===== config.mk =====
export PLATFORM = sky130hd
export DESIGN_NAME = ugal_path_chooser
export DESIGN_NICKNAME = d
export VERILOG_FILES = /design/src/rtl/ugal_pkg.sv /design/src/rtl/ugal_ctrl.sv /design/src/rtl/ugal_datapath.sv /design/src/rtl/ugal_path_chooser.sv
export SDC_FILE = /design/constraint.sdc
export NUM_CORES = 1
export LEC_CHECK = 0
export ABC_CLOCK_PERIOD_IN_PS = 21200
export BUFFER_PORTS_ARGS = -buffer_cell sky130_fd_sc_hd__clkbuf_2
export CAP_MARGIN = 20
export CORE_UTILIZATION = 60
export DETAILED_ROUTE_END_ITERATION = 10
export GPL_TIMING_DRIVEN = 0
export PLACE_DENSITY = 0.95
export SLEW_MARGIN = 20
export SYNTH_ARGS = -nofsm -noshare
export SYNTH_HDL_FRONTEND = slang
export SYNTH_HIERARCHICAL = 1
export SYNTH_SLANG_ARGS = --single-unit

===== constraint.sdc =====
create_clock -name clk -period 21.2 [get_ports clk]
set_input_delay 3.18 -clock clk [delete_from_list [all_inputs] [get_ports clk]]
set_output_delay 3.18 -clock clk [all_outputs]
set_load 0.02 [all_outputs]

===== src/rtl/ugal_pkg.sv =====
package ugal_pkg;

  localparam int RAND_W = 16;
  localparam logic [RAND_W-1:0] RAND_MASK = 16'hB400;
  localparam logic [RAND_W-1:0] RAND_SEED = 16'hACE1;

  // strobes from control to datapath
  typedef struct packed {
    logic accept;     // request taken this cycle
    logic localDst;   // destination is this group
    logic forceMin;   // second global hop, no adaptive choice
  } ctrlStrb_t;

  function automatic logic [RAND_W-1:0] randStep(input logic [RAND_W-1:0] cur);
    logic [RAND_W-1:0] nxt;
    nxt = cur >> 1;
    if (cur[0]) nxt = nxt ^ RAND_MASK;
    return nxt;
  endfunction

endpackage


===== src/rtl/ugal_ctrl.sv =====
module ugal_ctrl
  import ugal_pkg::*;
#(
  parameter int NUM_GROUPS = 8
) (
  input  logic                            clk,
  input  logic                            rstN,
  input  logic                            reqValid,
  input  logic [$clog2(NUM_GROUPS)-1:0]   reqHereGrp,
  input  logic [$clog2(NUM_GROUPS)-1:0]   reqDstGrp,
  input  logic                            reqNonMin,
  output ctrlStrb_t                       strb,
  output logic [RAND_W-1:0]               randVal,
  output logic                            rspValid
);

  logic [RAND_W-1:0] randReg;

  always_comb begin
    strb.accept   = reqValid;
    strb.localDst = (reqHereGrp == reqDstGrp);
    strb.forceMin = reqNonMin;
  end

  assign randVal = randReg;

  always_ff @(posedge clk) begin
    if (!rstN) begin
      randReg  <= RAND_SEED;
      rspValid <= 1'b0;
    end else begin
      rspValid <= reqValid;
      if (reqValid) randReg <= randStep(randReg);
    end
  end

endmodule


===== src/rtl/ugal_datapath.sv =====
module ugal_datapath
  import ugal_pkg::*;
#(
  parameter int NUM_GROUPS = 8,
  parameter int OCC_W      = 8
) (
  input  logic                                  clk,
  input  logic                                  rstN,
  input  ctrlStrb_t                             strb,
  input  logic [RAND_W-1:0]                     randVal,
  input  logic [$clog2(NUM_GROUPS)-1:0]         hereGrp,
  input  logic [$clog2(NUM_GROUPS)-1:0]         dstGrp,
  input  logic [(NUM_GROUPS-1)*OCC_W-1:0]       occFlat,
  input  logic [OCC_W-1:0]                      biasThr,
  output logic [$clog2(NUM_GROUPS)-1:0]         rspPort,
  output logic                                  rspNonMin,
  output logic [$clog2(NUM_GROUPS)-1:0]         rspMidGrp
);

  localparam int GW    = $clog2(NUM_GROUPS);
  localparam int NPORT = NUM_GROUPS - 1;
  localparam logic [GW-1:0] LOCAL_CODE = GW'(NUM_GROUPS - 1);
  localparam logic [GW-1:0] LAST_GRP   = GW'(NUM_GROUPS - 1);

  logic [OCC_W-1:0] occArr [NPORT];

  for (genvar p = 0; p < NPORT; p++) begin : g_unpack
    assign occArr[p] = occFlat[p*OCC_W +: OCC_W];
  end

  function automatic logic [GW-1:0] portToward(input logic [GW-1:0] h,
                                               input logic [GW-1:0] g);
    return (g < h) ? g : g - 1'b1;
  endfunction

  function automatic logic [GW-1:0] wrapInc(input logic [GW-1:0] x);
    return (x == LAST_GRP) ? '0 : x + 1'b1;
  endfunction

  logic [GW-1:0]    midRaw, midOnce, midGrp;
  logic [GW-1:0]    minPort, nonPort, minIdx, nonIdx;
  logic [OCC_W-1:0] occMin, occNon, biasedNon;
  logic [OCC_W:0]   wideSum;
  logic             takeMin;

  always_comb begin
    // intermediate group draw with collision skipping
    midRaw  = GW'(randVal % RAND_W'(NUM_GROUPS));
    midOnce = (midRaw == hereGrp || midRaw == dstGrp) ? wrapInc(midRaw) : midRaw;
    midGrp  = (midOnce == hereGrp || midOnce == dstGrp) ? wrapInc(midOnce) : midOnce;

    minPort = portToward(hereGrp, dstGrp);
    nonPort = portToward(hereGrp, midGrp);
    minIdx  = (minPort > GW'(NPORT - 1)) ? '0 : minPort;
    nonIdx  = (nonPort > GW'(NPORT - 1)) ? '0 : nonPort;
    occMin  = occArr[minIdx];
    occNon  = occArr[nonIdx];

    // saturating biased comparison
    wideSum   = {1'b0, biasThr} + {1'b0, occNon};
    biasedNon = wideSum[OCC_W] ? '1 : wideSum[OCC_W-1:0];
    takeMin   = occMin < biasedNon;
  end

  always_ff @(posedge clk) begin
    if (!rstN) begin
      rspPort   <= '0;
      rspNonMin <= 1'b0;
      rspMidGrp <= '0;
    end else if (strb.accept) begin
      if (strb.localDst) begin
        rspPort   <= LOCAL_CODE;
        rspNonMin <= 1'b0;
        rspMidGrp <= '0;
      end else if (strb.forceMin || takeMin) begin
        rspPort   <= minPort;
        rspNonMin <= 1'b0;
        rspMidGrp <= '0;
      end else begin
        rspPort   <= nonPort;
        rspNonMin <= 1'b1;
        rspMidGrp <= midGrp;
      end
    end
  end

endmodule


===== src/rtl/ugal_path_chooser.sv =====
module ugal_path_chooser
  import ugal_pkg::*;
#(
  parameter int NUM_GROUPS = 8,
  parameter int OCC_W      = 8
) (
  input  logic                                  clk,
  input  logic                                  rstN,
  input  logic                                  reqValid,
  input  logic [$clog2(NUM_GROUPS)-1:0]         reqHereGrp,
  input  logic [$clog2(NUM_GROUPS)-1:0]         reqDstGrp,
  input  logic                                  reqNonMin,
  input  logic [(NUM_GROUPS-1)*OCC_W-1:0]       occFlat,
  input  logic [OCC_W-1:0]                      biasThr,
  output logic                                  rspValid,
  output logic [$clog2(NUM_GROUPS)-1:0]         rspPort,
  output logic                                  rspNonMin,
  output logic [$clog2(NUM_GROUPS)-1:0]         rspMidGrp
);

  ctrlStrb_t         strb;
  logic [RAND_W-1:0] randVal;

  ugal_ctrl #(.NUM_GROUPS(NUM_GROUPS)) u_ctrl (
    .clk        (clk),
    .rstN       (rstN),
    .reqValid   (reqValid),
    .reqHereGrp (reqHereGrp),
    .reqDstGrp  (reqDstGrp),
    .reqNonMin  (reqNonMin),
    .strb       (strb),
    .randVal    (randVal),
    .rspValid   (rspValid)
  );

  ugal_datapath #(.NUM_GROUPS(NUM_GROUPS), .OCC_W(OCC_W)) u_dp (
    .clk       (clk),
    .rstN      (rstN),
    .strb      (strb),
    .randVal   (randVal),
    .hereGrp   (reqHereGrp),
    .dstGrp    (reqDstGrp),
    .occFlat   (occFlat),
    .biasThr   (biasThr),
    .rspPort   (rspPort),
    .rspNonMin (rspNonMin),
    .rspMidGrp (rspMidGrp)
  );

endmodule


==> results.cfg <==
[status]
outcome = finished clean

[synth]
syn_nets = 517
mappedNetlistArea_um2 = 3500
async_flop_share = 0
syn_avg_cell_area_um2 = 8.40
synthFlopType = dfxtp_1
ys_warn_count = 6
syn_inst = 417
synth-edff-count = 0
seq_area_frac_synth = 0.137
synth.distinct_cells = 70
synth_seq_cells = 24

[hold_path]
holdPathStages = 2
hp-start = u_ctrl/randVal[7]$_SDFFE_PN1P_
hp-class = reg -> reg
min_to = u_ctrl/randVal[7]$_SDFFE_PN1P_

[worst_setup_path]
worst_setup_path_end_kind = flip-flop
critPathMaxFanout = 10
cp.buffers_inverters = 6
r2r_slack_ps = 12680
crit_path_start_kind = input port
r2r-end = u_dp/rspPort[1]$_SDFFE_PN0P_
crit_top_cell = o21ai_0
crit_family = compound AO/OA/AOI/OAI gates
reg2regPathDepth = 39
r2r_start = u_ctrl/randVal[0]$_SDFFE_PN1P_
crit_slowest_cell = buf_1
required_ps = 21370
crit_arrival_ps = 10990
critical_path_class = in -> reg
max_stage_delay_ps = 450

[global_route]
grt_max_degree = 15
grt_use_total = 0.338
grt_first_pass_wirelength_um = 16500
antenna_found_initial = 0
overflow = 0
grt_pass1_vias = 3590

[drt]
vias = 3648
via_per_inst = 6.38
drtAntennaViolNets = 0
first_pass_iters = 6
wire_per_inst_um = 18.0
dr.first_iter.drc_count = 267
drc = 0
routed_wl_um = 10300

[power_and_ir_drop]
cellPowerDensity_nw_per_um2 = 80.8
p_clk_frac = 0.122
p_sw_w = 0.000151
p_seq_frac = 0.157
ir_drop_mv = 0.0681
intPower_w = 0.000177
swShare = 0.459
pwr-share-comb = 0.721
p_leak_nw = 1.93

[sta]
rsz0062_at_grt = false
fin_setup_tns_ps = 0
fmax_mhz = 92.4
period_share = 0.511
setup_viol = 0
period_needed_ps = 10830
finalHoldViolCount = 0
drv_slew = 0
worst_slew_pin_slew_ps = 1020
relSlewSlack = 0.318
fin_skew_ps = 1.75

[die]
rows = 27
dieArea_um2 = 6150
core_um2 = 5570
io_pins = 82
fp.dieH_um = 78.4
initial_core_util = 0.629
die_w_um = 78.4

[layout]
layout-drive-gt1-share = 0.296
final-seq-area_um2 = 480
layout_commonest_cell = clkbuf_2
most-common-layout-cells = 80 x clkbuf_2, 41 x nand2_1, 35 x nor2_1
syn2layout_area_growth_pct = 15.9
nNetsFinal = 601
n_antenna_cell = 0
fill_cells = 431
multi_input_area_um2 = 2800
stdcell_count = 572

[placed_design]
io_buffer_count = 79
dp_cells = 568
hpwl_um = 8170
gp_congestion = 0.916

[clock_tree]
cts_setup_buffers = 0
path_clk_slew_ps = 80
cts_root_buffer = clkbuf_8
h-tree-depth = 1
cts_sinks = 24
hold_buffers = 0
cts_tree = yes
cts_made_buffers = 3
ctsResizeCount = 0
clock_path_buffers = 2
clk_latency_ps = 270

[job]
drv_cap = 0
==> routing by layer <==
metal  up-vias  routed length [um]  GRT usage
met5         -                   0          0
met4         0                 440      0.181
met3        43                 851     0.0500
met2       243                5040      0.598
met1      1649                3960      0.390
li1       1713                   -          -
==> cells by family after synthesis <==
| group | after synthesis | synth area share |
|---|---|---|
| multiplexers | 53 | 0.162 |
| AND/OR/NAND/NOR | 135 | 0.187 |
| flip-flops | 24 | 0.137 |
| adder cells (fa/ha/maj) | 26 | 0.0950 |
| buffers and inverters | 38 | 0.0646 |
| AO/OA/AOI/OAI | 112 | 0.272 |
| XOR/XNOR | 29 | 0.0821 |
==> flip-flops by register name, indices dropped and copies added (netlist names) <==
register,cells
u_ctrl/randVal,16
u_ctrl/rspValid,1
u_dp/rspMidGrp,3
u_dp/rspNonMin,1
u_dp/rspPort,3
==> worst reg2reg max path, delay by kind of cell (launching register included) <==
family	cells	cell delay, ps
AO/OA/AOI/OAI	16	2940
AND/OR/NAND/NOR	12	2110
adder cells (fa/ha/maj)	6	1770
buffers and inverters	4	810
multiplexers	1	410
flip-flops	1	380
==> worst max-delay path by stage <==
stage / from / endpoint / depth (start not counted)
after floorplan: reqDstGrp[1] / u_dp/rspPort[1]$_SDFFE_PN0P_ / 35
after global placement: reqDstGrp[2] / u_dp/rspPort[1]$_SDFFE_PN0P_ / 40
after detailed placement: reqDstGrp[2] / u_dp/rspPort[1]$_SDFFE_PN0P_ / 40
after CTS: reqDstGrp[2] / u_dp/rspPort[1]$_SDFFE_PN0P_ / 40
after global routing: reqHereGrp[2] / u_dp/rspPort[1]$_SDFFE_PN0P_ / 39
final: reqDstGrp[2] / u_dp/rspPort[1]$_SDFFE_PN0P_ / 40
==> Yosys cell counts (5+ instances only) <==
library cell / number / area, um2
a21o_1: 5 / 37.5
a21oi_1: 13 / 65.1
a222oi_1: 7 / 70.1
a22oi_1: 8 / 60.1
a311oi_2: 9 / 135
buf_4: 6 / 45.0
buf_6: 5 / 56.3
dfxtp_1: 24 / 480
ha_1: 25 / 313
inv_1: 16 / 60.1
mux2_2: 17 / 191
mux2i_1: 32 / 320
nand2_1: 41 / 154
nand3_1: 13 / 65.1
nor2_1: 35 / 131
nor2b_1: 14 / 87.6
o211a_1: 9 / 90.1
o21a_1: 7 / 52.6
o21ai_0: 16 / 80.1
or3_1: 6 / 37.5
xnor2_1: 14 / 123
xor2_1: 12 / 105
==> through the flow <==
stage               hold WS [ps]  cell area [um2]   util  total power [W]  setup slack, ps
floorplan                    440             3500      -         0.000227            11500
detailed placement           459             3990  0.716         0.000283            10170
global placement             454             3990  0.716         0.000273            10470
CTS                          481             4060  0.729         0.000324            10450
finish                       474             4060  0.729         0.000328            10370
global route                 499             4060  0.729         0.000354             9760
==> power groups by stage <==
stage / Clock [W] / Sequential (W) / Combinational, W
3_3_place_gp: 0 / 0.0000525 / 0.000220
2_1_floorplan: 0 / 0.0000548 / 0.000173
6_report: 0.0000399 / 0.0000516 / 0.000236
3_5_place_dp: 0 / 0.0000527 / 0.000230
5_1_grt: 0.0000427 / 0.0000521 / 0.000259
4_1_cts: 0.0000407 / 0.0000517 / 0.000232
==> layout make-up <==
cell class,count,area share
multi-input combinational,355,0.689
inverter,16,0.0148
tap,72,0.0222
sequential,24,0.118
buffer,22,0.0410
timing repair buffer,79,0.0974
clock inverter,1,0.00739
clock buffer,3,0.0102
Power figures use the tool's default switching activity.
